--- src/rtl/gpio_bank_pkg.sv ---
package gpio_bank_pkg;

  localparam int CW   = 32;
  localparam int NALT = 3;

  localparam int LVL_BIT = 24;

  localparam logic [1:0] PWR_OFF   = 2'b10;
  localparam logic [1:0] PULL_UP   = 2'b01;
  localparam logic [1:0] PULL_DOWN = 2'b10;

  localparam logic [2:0] DET_RISE = 3'd1;
  localparam logic [2:0] DET_FALL = 3'd2;
  localparam logic [2:0] DET_BOTH = 3'd3;
  localparam logic [2:0] DET_LOW  = 3'd4;
  localparam logic [2:0] DET_HIGH = 3'd5;

  typedef logic [CW-1:0] ctl_word_t;

  typedef struct packed {
    logic [1:0] fsel;
    logic       oval;
    logic       osrc;
    logic       oen;
    logic       odrain;
    logic [2:0] det;
    logic [1:0] pwr;
    logic [1:0] pull;
  } pin_cfg_t;

  function automatic pin_cfg_t cfg_from_word(ctl_word_t w);
    pin_cfg_t c;
    c.pull   = w[1:0];
    c.pwr    = w[3:2];
    c.det    = w[6:4];
    c.odrain = w[8];
    c.oen    = w[9];
    c.osrc   = w[10];
    c.fsel   = w[13:12];
    c.oval   = w[16];
    return c;
  endfunction

  function automatic ctl_word_t word_from_cfg(pin_cfg_t c, logic lvl);
    ctl_word_t w;
    w          = '0;
    w[1:0]     = c.pull;
    w[3:2]     = c.pwr;
    w[6:4]     = c.det;
    w[8]       = c.odrain;
    w[9]       = c.oen;
    w[10]      = c.osrc;
    w[13:12]   = c.fsel;
    w[16]      = c.oval;
    w[LVL_BIT] = lvl;
    return w;
  endfunction

endpackage

--- src/rtl/gpio_rst_sync.sv ---
module gpio_rst_sync (
  input  logic clk,
  input  logic rst_n,
  output logic rst_n_sync
);
  logic [1:0] stage_q;
  logic [1:0] stage_d;

  always_comb stage_d = {stage_q[0], 1'b1};

  always_ff @(posedge clk or negedge rst_n) begin
    if (!rst_n) stage_q <= '0;
    else        stage_q <= stage_d;
  end

  assign rst_n_sync = stage_q[1];
endmodule

--- src/rtl/gpio_in_sync.sv ---
module gpio_in_sync #(
  parameter int NPINS = 32
) (
  input  logic             clk,
  input  logic             rst_n,
  input  logic [NPINS-1:0] pad_in,
  output logic [NPINS-1:0] lvl
);
  logic [NPINS-1:0] meta_q;
  logic [NPINS-1:0] lvl_q;

  always_ff @(posedge clk or negedge rst_n) begin
    if (!rst_n) begin
      meta_q <= '0;
      lvl_q  <= '0;
    end else begin
      meta_q <= pad_in;
      lvl_q  <= meta_q;
    end
  end

  assign lvl = lvl_q;
endmodule

--- src/rtl/gpio_pin_detect.sv ---
module gpio_pin_detect
  import gpio_bank_pkg::*;
(
  input  logic       clk,
  input  logic       rst_n,
  input  logic       lvl,
  input  logic [2:0] mode,
  input  logic       pwr_off,
  output logic       evt
);
  logic prev_q;
  logic evt_q;
  logic hit;
  logic evt_d;

  always_comb begin
    case (mode)
      DET_RISE: hit = lvl & ~prev_q;
      DET_FALL: hit = ~lvl & prev_q;
      DET_BOTH: hit = lvl ^ prev_q;
      DET_LOW:  hit = ~lvl;
      DET_HIGH: hit = lvl;
      default:  hit = 1'b0;
    endcase
    evt_d = hit & ~pwr_off;
  end

  // History keeps tracking while powered off so power-up sees no stale edge.
  always_ff @(posedge clk or negedge rst_n) begin
    if (!rst_n) begin
      prev_q <= 1'b0;
      evt_q  <= 1'b0;
    end else begin
      prev_q <= lvl;
      evt_q  <= evt_d;
    end
  end

  assign evt = evt_q;
endmodule

--- src/rtl/gpio_pin_pad.sv ---
module gpio_pin_pad
  import gpio_bank_pkg::*;
(
  input  logic [1:0]      fsel,
  input  logic            oval,
  input  logic            osrc,
  input  logic            oen,
  input  logic            odrain,
  input  logic [1:0]      pwr,
  input  logic [1:0]      pull,
  input  logic            bank_bit,
  input  logic [NALT-1:0] alt_o,
  input  logic [NALT-1:0] alt_e,
  output logic            out,
  output logic            oe,
  output logic            pu,
  output logic            pd,
  output logic            off
);
  logic val;

  always_comb begin
    off = (pwr == PWR_OFF);
    val = osrc ? bank_bit : oval;
    if (odrain) begin
      out = 1'b0;
      oe  = oen & ~val;
    end else begin
      out = val;
      oe  = oen;
    end
    for (int k = 0; k < NALT; k++) begin
      if (fsel == 2'(k + 1)) begin
        out = alt_o[k];
        oe  = alt_e[k];
      end
    end
    if (off) oe = 1'b0;
    pu = (pull == PULL_UP);
    pd = (pull == PULL_DOWN);
  end
endmodule

--- src/rtl/gpio_bank_regs.sv ---
module gpio_bank_regs
  import gpio_bank_pkg::*;
#(
  parameter int NPINS = 32,
  parameter int AW    = 6
) (
  input  logic             clk,
  input  logic             rst_n,
  input  logic             we,
  input  logic [AW-1:0]    addr,
  input  logic [CW-1:0]    wdata,
  input  logic [NPINS-1:0] lvl,
  output pin_cfg_t         cfg [NPINS],
  output logic [NPINS-1:0] bank_out,
  output logic [CW-1:0]    rdata
);
  localparam int IW = (NPINS > 1) ? $clog2(NPINS) : 1;
  localparam logic [AW-1:0] A_IN  = AW'(NPINS);
  localparam logic [AW-1:0] A_OUT = AW'(NPINS + 1);

  for (genvar i = 0; i < NPINS; i++) begin : g_word
    logic     sel;
    pin_cfg_t word_q;
    assign sel = we && (addr == AW'(i));
    always_ff @(posedge clk or negedge rst_n) begin
      if (!rst_n)   word_q <= '0;
      else if (sel) word_q <= cfg_from_word(wdata);
    end
    assign cfg[i] = word_q;
  end

  logic             out_sel;
  logic [NPINS-1:0] out_q;
  assign out_sel = we && (addr == A_OUT);

  always_ff @(posedge clk or negedge rst_n) begin
    if (!rst_n)       out_q <= '0;
    else if (out_sel) out_q <= wdata[NPINS-1:0];
  end
  assign bank_out = out_q;

  logic [IW-1:0] idx;
  assign idx = addr[IW-1:0];

  always_comb begin
    rdata = '0;
    if (int'(addr) < NPINS)  rdata = word_from_cfg(cfg[idx], lvl[idx]);
    else if (addr == A_IN)   rdata[NPINS-1:0] = lvl;
    else if (addr == A_OUT)  rdata[NPINS-1:0] = out_q;
  end
endmodule

--- src/rtl/gpio_bank.sv ---
module gpio_bank
  import gpio_bank_pkg::*;
#(
  parameter  int NPINS = 32,
  localparam int AW    = $clog2(NPINS) + 1
) (
  input  logic                  clk,
  input  logic                  rst_n,
  input  logic                  bus_we,
  input  logic [AW-1:0]         bus_addr,
  input  logic [31:0]           bus_wdata,
  output logic [31:0]           bus_rdata,
  input  logic [NPINS-1:0]      pad_in,
  input  logic [3*NPINS-1:0]    alt_out,
  input  logic [3*NPINS-1:0]    alt_oe,
  output logic [NPINS-1:0]      pad_out,
  output logic [NPINS-1:0]      pad_oe,
  output logic [NPINS-1:0]      pad_pu,
  output logic [NPINS-1:0]      pad_pd,
  output logic [NPINS-1:0]      pad_pwroff,
  output logic [NPINS-1:0]      irq_evt
);
  logic             rst_n_s;
  logic [NPINS-1:0] lvl;
  logic [NPINS-1:0] bank_out;
  pin_cfg_t         cfg [NPINS];

  gpio_rst_sync u_rst (.clk(clk), .rst_n(rst_n), .rst_n_sync(rst_n_s));

  gpio_in_sync #(.NPINS(NPINS)) u_sync (
    .clk(clk), .rst_n(rst_n_s), .pad_in(pad_in), .lvl(lvl)
  );

  gpio_bank_regs #(.NPINS(NPINS), .AW(AW)) u_regs (
    .clk(clk), .rst_n(rst_n_s), .we(bus_we), .addr(bus_addr),
    .wdata(bus_wdata), .lvl(lvl), .cfg(cfg), .bank_out(bank_out),
    .rdata(bus_rdata)
  );

  for (genvar i = 0; i < NPINS; i++) begin : g_pin
    logic [NALT-1:0] ao;
    logic [NALT-1:0] ae;
    for (genvar k = 0; k < NALT; k++) begin : g_alt
      assign ao[k] = alt_out[k*NPINS + i];
      assign ae[k] = alt_oe[k*NPINS + i];
    end

    gpio_pin_pad u_pad (
      .fsel(cfg[i].fsel), .oval(cfg[i].oval), .osrc(cfg[i].osrc),
      .oen(cfg[i].oen), .odrain(cfg[i].odrain), .pwr(cfg[i].pwr),
      .pull(cfg[i].pull), .bank_bit(bank_out[i]), .alt_o(ao), .alt_e(ae),
      .out(pad_out[i]), .oe(pad_oe[i]), .pu(pad_pu[i]), .pd(pad_pd[i]),
      .off(pad_pwroff[i])
    );

    gpio_pin_detect u_det (
      .clk(clk), .rst_n(rst_n_s), .lvl(lvl[i]), .mode(cfg[i].det),
      .pwr_off(pad_pwroff[i]), .evt(irq_evt[i])
    );
  end
endmodule

--- config.mk ---
export PLATFORM = sky130hd
export DESIGN_NAME = gpio_bank
export DESIGN_NICKNAME = d
export VERILOG_FILES = /design/src/rtl/gpio_bank_pkg.sv /design/src/rtl/gpio_rst_sync.sv /design/src/rtl/gpio_in_sync.sv /design/src/rtl/gpio_pin_detect.sv /design/src/rtl/gpio_pin_pad.sv /design/src/rtl/gpio_bank_regs.sv /design/src/rtl/gpio_bank.sv
export SDC_FILE = /design/constraint.sdc
export NUM_CORES = 1
export LEC_CHECK = 0
export BUFFER_PORTS_ARGS = -buffer_cell sky130_fd_sc_hd__buf_2
export CORE_ASPECT_RATIO = 0.9
export CORE_MARGIN = 3
export CORE_UTILIZATION = 45
export DETAILED_ROUTE_END_ITERATION = 6
export GPL_ROUTABILITY_DRIVEN = 0
export PLACE_DENSITY = 0.66
export SYNTH_ARGS = -nofsm -noshare
export SYNTH_HDL_FRONTEND = slang
export SYNTH_SLANG_ARGS = --single-unit
--- constraint.sdc ---
create_clock -name clk -period 27.6 [get_ports clk]
set_input_delay 4.14 -clock clk [delete_from_list [all_inputs] [get_ports clk]]
set_output_delay 4.14 -clock clk [all_outputs]
set_load 0.05 [all_outputs]
* Word-level counts from Yosys, hierarchy flattened
Cells that the tools add are included.
** Operators by class
- Magnitude comparators :: 3
- Equality and inequality tests :: 385
- Mux-type cells :: 360
- Bitwise logic cells :: 289
- Reductions and logical operators :: 34
** Operators with widths (number)
- $mux W1 :: 321
- $eq A2 B2 Y1 const B :: 128
- $eq A3 B2 Y1 const B :: 64
- $eq A3 B3 Y1 const B :: 64
- $pmux W1 S5 :: 32
- $and A1 B1 Y1 :: 128
- $eq A2 B1 Y1 const B :: 64
- $not A1 Y1 :: 128
- $eq A3 B1 Y1 const B :: 32
- $eq A6 B5 Y1 const B :: 16
- $mux W32 :: 3
- $bmux W13 S5 :: 1
- $eq A6 B4 Y1 const B :: 8
- $logic_and A1 B1 Y1 :: 33
- $xor A1 B1 Y1 :: 32
- $mux W13 :: 2
- $eq A6 B3 Y1 const B :: 4
- $eq A6 B2 Y1 const B :: 2
- $eq A6 B6 Y1 const B :: 2
- $eq A6 B1 Y1 const B :: 1
- $ge A6 B6 Y1 const B :: 1
- $logic_not A6 Y1 :: 1
- $lt A5 B6 Y1 const B :: 1
- $lt A6 B6 Y1 const B :: 1
- other kinds (2) :: 2
** Storage, ports and cells
- Register bits :: 578
- Input bits :: 265

* Logic depth before layout (Yosys ltp)
Gate-level depths: netlist of the first run.
- Depth after elaboration :: 8
- Gate-level depth with buffers :: 8
- Depth with buffers taken out :: 6

* Modules after synthesis
A second synthesis of the first run with hierarchy kept.
** Second synthesis, totals
- Cell total of the unflattened synthesis :: 2318
- Area, all modules :: 30301.6 µm²
** By module, submodules not included
- gpio_bank_regs :: times used 1, cells an instance 1387, area an instance 20758.7 µm², seq. area each 11210.8 µm²
- gpio_pin_detect :: times used 32, cells an instance 14, area an instance 138.9 µm², seq. area each 50.0 µm²
- gpio_pin_pad :: times used 32, cells an instance 13, area an instance 107.6 µm², seq. area each 0.0 µm²
- gpio_in_sync :: times used 1, cells an instance 64, area an instance 1601.5 µm², seq. area each 1601.5 µm²
- gpio_rst_sync :: times used 1, cells an instance 3, area an instance 53.8 µm², seq. area each 50.0 µm²

* Worst setup path after synthesis of the first run
OpenSTA, ideal clock, no wires.
- Path kind :: input-to-output
- Start :: input bus_addr[0]
- End :: output bus_rdata[6]
- Arrival :: 6090 ps
- Required time :: 23460 ps
- Slack :: 17370 ps
- Cell stages on the path :: 6
- Buffers on the path :: 3
- Cell sequence :: buf_2 buf_2 buf_2 mux4_2 a32oi_1 nand4b_1
** On the way
- Longest elaborated chain between the ends :: 5
** Ends and longest elaborated chain
- start, declared :: line gpio_bank.sv:10 : input logic [AW-1:0] bus_addr,
- $not A5 Y6 (implied by the code) :: line gpio_bank_regs.sv:47 : if (int'(addr) < NPINS) rdata = word_from_cfg(cfg[idx], lvl[idx]);
- $bmux W13 S5 :: line gpio_bank_regs.sv:47
- $mux W13 (implied by the code) (2 in series) :: line gpio_bank_regs.sv:47
- $mux W32 (*) :: line gpio_bank_regs.sv:47
- end, declared :: line gpio_bank.sv:12 : output logic [31:0] bus_rdata,
Every way passes the cells marked *; elsewhere a longest branch is shown, timed or not. The select of a mux whose other input is x is not followed.

* Worst setup path after layout of the first run
- Start :: input bus_addr[1]
- End :: output bus_rdata[12]
Same word-level chain as after synthesis.

==> summary.md, run 1 <==
| Metric | Value |
|---|---|
| Status | `complete, no violations` |
| Psw | `880.9 uW` |
| Seq/Total Area, Yosys | `0.4633` |
| Final setup skew | `0.01415 ns` |
| Worst EP arrival | `7.59 ns` |
| R2R Path End | `u_regs.cfg[276]` |
| Worst slack at placement | `roughly 16 ns` |
| Worst skew pair latency | `0.63 ns` |
| Measured slew at the worst slew-check pin | `1.354 ns` |
| Setup WS post-layout | `15.87 ns` |
| Delay-heaviest family, CP | `buffers and inverters` |
| Reg-to-Reg Start | `u_rst.stage_q[1]` |
| Comb power frac | `0.250` |
| Post-synth EDFFs | `0` |
| Largest net degree at the start of global routing | `164` |
| DRT antenna net count | `0` |
| Drt total wl | `just over 100,000 um` |
| Clock power share | `0.326` |
| Critical Path, Cell by Cell | `buf_6, buf_4, mux2i_1, a22oi_1, o211ai_1, nand4_1, buf_2` |
| Worst EP required | `23.46 ns` |
| Syn_nets | `2,768` |
| Final period util | `0.4251` |
| Initial antenna violation count | `8` |
| Reg2Reg Setup Slack | `between 20 and 25 ns` |
| R2R cell count | `3` |
| Initial Utilization | `0.4597` |
| Placed inst area | `0.03301 mm^2` |
| Initial DRC Count | `1,936` |
| CP peak stage delay | `roughly 0.98 ns` |
| Finished Cell Area | `0.03502 mm^2` |
| Synth Register Bits | `578` |
| Cells after DPL | `between 3k and 4k` |
| CORE AREA | `0.06790 mm^2` |
| Setup TNS | `0 ns` |
| CP Capture Type | `primary output` |
| Crit path max fanout | `77` |
| Minimum clock period | `11.73 ns` |
| Gr ovfl total | `0` |
| Startpoint types | `input pin` |
| Reg power frac | `0.425` |
| Top cell type's share of synthesized area | `0.4633` |
| Beginning of the worst hold path | `u_sync.meta_q[5]` |
| Clk sink count | `578` |
| Clock transition at path regs | `0.06 ns` |
| Post-CTS setup buffer count | `0` |
| Post-synth top area cell | `dfrtp_1` |
| First-pass GRT wire length | `about 150,000 um` |
| Port bufs | `488` |
| Pwr Density | `73.21 mW/mm^2` |
| Vias in the first global route | `22.36k` |
| Detailed Routing Iterations Pass 1 | `6` |
| Drt via density | `5.887` |
| Share of layout cells above drive strength 1 | `0.4498` |
| Synth top area cells | `dfrtp_1, mux2_2, mux4_2` |
| DRC | `0` |
| Die span in x | `283.6 um` |
| Final Hold Viols | `0` |
| Setup CP Type | `input pin to primary output` |
| HP Class | `register to register` |
| Buf/Inv on CP | `3` |
| Share of flip-flops with an asynchronous set or reset | `1.000` |
| Clk buf depth | `3` |
| Final nets | `3,013` |
| Area grow syn2layout | `12.20%` |
| Leak pwr | `17.29 nW` |
| Cell-internal power | `about 1.7 mW` |
| CTS resizes | `0` |
| Worst vdd ir | `between 0.05 and 0.06 mV` |
| Non-filler cells in the finished layout | `3,653` |
| Avg Inst Size Synth | `approximately 13 um^2` |
| Synth warn | `0` |
| Cell Rows | `90` |
| H-tree depth | `2` |
| Setup crit start | `bus_addr[1]` |
| Critical path depth | `7` |
| HPWL after DPL | `75,920 um` |
| Synth Cell Area | `about 0.031 mm^2` |
| Vias | `21.51k` |
| Cts hold-fix bufs | `0` |
| CTS Buf Count | `59` |
| Boundary Pins | `489` |
| Slew Viols, Final | `0` |
| Yosys cell types | `38` |
| RSZ-0062 raised after global routing | `false` |
| CTS Root Buffer Type | `clkbuf_16` |
| Worst path slowest cell | `buf_4` |
| Crit path to | `bus_rdata[12]` |
| Slew headroom | `0.09367` |
| Switching share of power | `0.3436` |
| GRT Total Usage | `0.2789` |
| Die H | `255.9 um` |
| Max Freq | `85.24 MHz` |
| Max_cap viols | `0` |
| Post-DR wirelength/cell | `28.16 um` |
| Final Setup Violations | `0` |
| Synth Flop Type | `dfrtp_1` |
| Post-Syn Instances | `roughly 2.4k` |
| CTS tree | `built` |
| Die area | `just over 0.07 mm^2` |
==> power groups by stage <==
stage	Combinational, mW	Sequential [mW]	Clock [mW]
finish	0.640	1.09	0.835
global route	0.674	1.10	0.879
CTS	0.642	1.09	0.844
detailed placement	0.639	1.10	0
global placement	0.627	1.10	0
floorplan	0.544	1.05	0
==> synth_stat cells (2+ instances only) <==
library cell / n
mux2i_1: 106
buf_2: 53
o211ai_1: 14
clkbuf_1: 63
a22oi_1: 36
a21oi_1: 8
buf_1: 11
a32oi_1: 11
and2_1: 34
mux2_2: 460
nor2_1: 53
a22o_1: 35
dfrtp_1: 578
a31oi_1: 14
ha_1: 64
and3_1: 4
nor3_1: 5
nand4b_1: 7
nand4_1: 11
nor2b_1: 68
o211a_1: 32
xnor2_1: 32
a221oi_1: 2
nand2_1: 84
mux4_2: 148
nand2b_1: 36
o21ai_0: 73
or3b_2: 2
inv_1: 160
o21a_1: 32
buf_4: 196
==> layer usage <==
metal / vias up / global-route usage / wire [um]
met5: - / 0 / 38
met4: 6 / 0.09994 / 3818
met3: 198 / 0.07248 / 9258
met2: 987 / 0.4459 / 48370
met1: 11300 / 0.3687 / 41390
li1: 9012 / - / -
==> cell usage in the layout, fill, tap and decap left out, types with 34 or more instances in the layout <==
| cell type | n |
|---|---|
| buf_2 | 486 |
| a22o_1 | 35 |
| a22oi_1 | 36 |
| nand2b_1 | 36 |
| dfrtp_1 | 577 |
| nand2_1 | 83 |
| mux2i_1 | 106 |
| ha_1 | 64 |
| nor2b_1 | 66 |
| and2_1 | 34 |
| clkbuf_16 | 61 |
| nor2_1 | 50 |
| inv_1 | 160 |
| o21ai_0 | 73 |
| mux2_2 | 460 |
| mux4_2 | 148 |
==> worst min path at each step <==
stage,endpoint,cells after the start
finish,u_sync.lvl[5],0
detailed placement,u_sync.lvl[27],0
floorplan,u_rst.stage_q[1],0
global placement,u_sync.lvl[17],0
global route,u_sync.lvl[27],0
CTS,u_sync.lvl[15],0
==> sequential cells by signal (all words and copies together) (netlist names) <==
register,count
g_pin.u_det.prev_q,32
u_regs.cfg,416
g_pin.u_det.evt,32
u_regs.bank_out,32
u_sync.lvl,32
u_sync.meta_q,32
u_rst.stage_q,2
==> layout make-up <==
cell class | count | area, um^2
timing repair buffer | 507 | 2610
tap | 920 | 1151
clock inverter | 19 | 229.0
inverter | 160 | 600.6
fill | 5874 | 32880
clock buffer | 86 | 1770
sequential | 578 | 14470
antenna | 5 | 12.51
multi-input combinational | 1378 | 14180
==> cell families (layout without fill, tap and decap cells) <==
kind of cell               after synthesis  in the layout  synth area share
adders and majority gates               64             64           0.02565
AOI/OAI and AO/OA                      258            258           0.05956
DFF                                    578            578            0.4633
other                                    1              6         0.0001201
and+or+nand+nor                        309            309           0.05190
muxes                                  714            714            0.3067
xor gates and xnor gates                32             32          0.008978
buffers and inverters                  483            772           0.08377
==> through the flow <==
stage	hold WS [ns]	util	power [mW]
final	0.3458	0.5158	2.564
after floorplan	0.3312	-	1.593
after global routing	0.3527	0.5157	2.654
after CTS	0.3465	0.5156	2.572
after global placement	0.3340	0.4861	1.724
after detailed placement	0.3347	0.4862	1.739
(Power assumes the default switching activity.)
==> run 2, diff against run 1 <==
--- a/config.mk
+++ b/config.mk
@@ -5,13 +5,14 @@
 export SDC_FILE = /design/constraint.sdc
 export NUM_CORES = 1
 export LEC_CHECK = 0
+export ABC_AREA = 1
 export BUFFER_PORTS_ARGS = -buffer_cell sky130_fd_sc_hd__buf_2
 export CORE_ASPECT_RATIO = 0.9
 export CORE_MARGIN = 3
 export CORE_UTILIZATION = 45
 export DETAILED_ROUTE_END_ITERATION = 6
 export GPL_ROUTABILITY_DRIVEN = 0
-export PLACE_DENSITY = 0.66
+export PLACE_DENSITY = 0.68
 export SYNTH_ARGS = -nofsm -noshare
 export SYNTH_HDL_FRONTEND = slang
 export SYNTH_SLANG_ARGS = --single-unit
==> constraint.sdc (replaced) <==
create_clock -name clk -period 10 [get_ports clk]
set_input_delay 1.5 -clock clk [delete_from_list [all_inputs] [get_ports clk]]
set_output_delay 1.5 -clock clk [all_outputs]
set_load 0.05 [all_outputs]
==> summary.md, run 2 <==
| Metric | Value |
|---|---|
| Status | `complete, no violations` |
| Max reg flops | `416 (unchanged)` |
| Share of flip-flops with an asynchronous set or reset | `1.000 (unchanged)` |
| CTS Root Buffer Type | `clkbuf_16` |
| RSZ-0062 raised after global routing | `false` |
| HPWL after DPL | `80,040 um (+5.4%)` |
| Final nets | `4,830 (+60%)` |
| Syn_nets | `4,680 (+69%)` |
| Port bufs | `488 (unchanged)` |
| Slew Viols, Final | `0 (unchanged)` |
| Most frequent cell after synthesis | `nand2_1` |
| Reg2Reg Setup Slack | `7.27 ns (-16.49 ns)` |
| Final Setup Violations | `0 (unchanged)` |
| Final core occ | `0.5104 (-0.005425)` |
| Startpoint types | `input pin` |
| Worst EP required | `8.50 ns (-14.96 ns)` |
| Seq/Total Area, Yosys | `0.4534 (-0.009904)` |
| Worst skew pair latency | `0.64 ns (about the same)` |
| Worst slack at placement | `3.626 ns (-12.36 ns)` |
| DRC | `0 (unchanged)` |
| Synth Cell Area | `0.03190 mm^2 (+2.2%)` |
| Initial antenna violation count | `6 (-2)` |
| CORE AREA | `0.06934 mm^2 (+2.1%)` |
| Final period util | `0.6450` |
| Die span in x | `286.7 um (+1.1%)` |
| First-pass GRT wire length | `170,300 um (+13%)` |
| CP Capture Type | `primary output` |
| Clock transition at path regs | `0.06 ns (about the same)` |
| Vias | `29.60k (+38%)` |
| Gr ovfl total | `0 (unchanged)` |
| Tot Pwr | `7.119 mW (+180%)` |
| Die H | `258.6 um (+1.1%)` |
| Met2 usage | `0.4594 (+0.01356)` |
| Avg Inst Size Synth | `7.331 um^2 (-43%)` |
| Setup TNS | `0 ns (unchanged)` |
| Synth top area cells | `dfrtp_1, nand2_1, o21ai_0` |
| Minimum clock period | `6.450 ns` |
| Initial Utilization | `0.4600 (about the same)` |
| Cell repeated most along the worst path | `nand2_1` |
| Initial DRC Count | `3,503 (+81%)` |
| Post-CTS setup buffer count | `0 (unchanged)` |
| Leak pwr | `18.01 nW (+4.2%)` |
| CTS resizes | `0 (unchanged)` |
| Critical Path, Cell by Cell | `clkbuf_8, inv_4, nand2_1, nor2_1, nor2_1, nand2_1, nand2_1, nand2_1, o21ai_0, nand3_1, buf_2` |
| Worst path slowest cell | `nand2_1` |
| Worst vdd ir | `0.1269 mV (+150%)` |
| Final setup skew | `0.01639 ns (+0.002239 ns)` |
| Post-Syn Instances | `4,351 (+78%)` |
| Largest net degree at the start of global routing | `178 (+8.5%)` |
| Detailed Routing Iterations Pass 1 | `6 (unchanged)` |
| Synth warn | `0 (unchanged)` |
| Cell Rows | `91 (+1.1%)` |
| Post-DR wirelength/cell | `20.75 um (-26%)` |
| Final Hold Viols | `0 (unchanged)` |
| Pwr Density | `201.2 mW/mm^2 (+170%)` |
| Grt met3 use | `0.06157 (-0.01092)` |
| CP peak stage delay | `0.91 ns (-0.07 ns)` |
| Boundary Pins | `489 (unchanged)` |
| Setup WS post-layout | `3.550 ns (-12.32 ns)` |
| Clk sink count | `578 (unchanged)` |
| CTS tree | `built` |
| Yosys cell types | `33 (-13%)` |
| Slew headroom | `0.1661 (+0.07245)` |
| Max Freq | `155.0 MHz` |
| Top cell type's share of synthesized area | `0.4534 (-0.009904)` |
| Most common cell after layout, fill and taps aside | `nand2_1` |
| CTS Buf Count | `61 (+3.4%)` |
| DRT antenna net count | `0 (unchanged)` |
| Share of layout cells above drive strength 1 | `0.1463 (-0.3035)` |
| Post-synth EDFFs | `0 (unchanged)` |
| H-tree depth | `2 (unchanged)` |
| Clk buf depth | `3 (unchanged)` |
| GRT Total Usage | `0.3004 (+0.02153)` |
| Die area | `0.07412 mm^2 (+2.1%)` |
| Post-synth top area cell | `dfrtp_1` |
| Cts hold-fix bufs | `0 (unchanged)` |
| Setup CP Type | `input pin to primary output` |
| HP Class | `register to register` |
| Most frequent cells in the layout | `nand2_1, o21ai_0, dfrtp_1, buf_2, nor2_1` |
| Area grow syn2layout | `10.94%` |
| Synth Flop Type | `dfrtp_1` |
| Drt via density | `5.401 (-8.3%)` |
| Drt total wl | `113,700 um (+11%)` |
| GR peak layer | `met2` |
| Measured slew at the worst slew-check pin | `1.249 ns (-0.1050 ns)` |
| Max_cap viols | `0 (unchanged)` |
| Worst EP arrival | `4.95 ns (-2.64 ns)` |
| Synth Register Bits | `578 (unchanged)` |
| Post-synth top cells | `nand2_1, o21ai_0, dfrtp_1` |
| Vias in the first global route | `27.21k (+22%)` |
| Crit path max fanout | `86 (+12%)` |
| M1 GR Usage | `0.4307 (+0.06199)` |
==> run 2: changes by cell type after synthesis, moves of 37 or more <==
cell       previous run  this run
a21oi_1               8       118
clkbuf_1             63       140
inv_1               160       324
mux2_2              460         0
mux2i_1             106        12
mux4_2              148         0
nand2_1              84      1487
nand3_1               0       197
nor2_1               53       339
nor2b_1              68         0
o2111ai_1             0        37
o21ai_0              73       620
==> run 2: where the power goes <==
part | internal (mW) | switching [mW] | total [mW]
clock | 1.37 | 0.993 | 2.37
combinational | 0.465 | 1.34 | 1.81
sequential | 2.62 | 0.326 | 2.95
==> run 2: kinds of logic after synthesis <==
family                     count (synthesis)  synth area share
AOI/OAI and AO/OA                        860            0.1436
adders and majority gates                 64           0.02510
buffers and inverters                    757            0.1160
DFF                                      578            0.4534
muxes                                     12          0.003766
other                                      1         0.0001176
and+or+nand+nor                         2079            0.2580
==> run 2: per-stage QoR <==
| step | instance area [um^2] | instances | hold WS, ns |
|---|---|---|---|
| global route | 35380 | 5477 | 0.3527 |
| finish | 35390 | 5480 | 0.3477 |
| CTS | 35380 | 5477 | 0.3492 |
| floorplan | 31900 | 4351 | 0.3311 |
| global placement | 33310 | 5368 | 0.3318 |
| detailed placement | 33310 | 5368 | 0.3347 |
==> run 2: layout make-up <==
cell class / instances / area (um^2)
Inverter: 330 / 1244
Clock buffer: 81 / 1782
Multi-Input combinational cell: 3016 / 13750
Tap cell: 930 / 1164
Timing Repair Buffer: 514 / 2686
Fill cell: 6737 / 33950
Sequential cell: 578 / 14470
Antenna cell: 3 / 7.507
Clock inverter: 28 / 290.3
==> run 2: layer usage <==
metal,wire length (um),part of all wire
met1,49310,0.43
met4,3350,0.029
met2,50300,0.44
met3,10710,0.094
met5,63,0.00055
==> run 2: worst paths after layout <==
path	start	end	cells past startpoint
max in group asynchronous	u_rst.stage_q[1]	u_regs.cfg[149]	2
min reg2reg	u_sync.meta_q[19]	u_sync.lvl[19]	0
min in group asynchronous	u_rst.stage_q[1]	u_sync.meta_q[8]	0
min	u_sync.meta_q[19]	u_sync.lvl[19]	0
max reg2reg	u_rst.stage_q[1]	u_regs.cfg[149]	2
max	bus_addr[0]	bus_rdata[24]	11
==> run 2: worst max-delay path, delay by kind of cell <==
kind	cells	cell delay [ns]
and+or+nand+nor	7	1.78
AOI/OAI and AO/OA	1	0.08
buffers and inverters	3	1.43
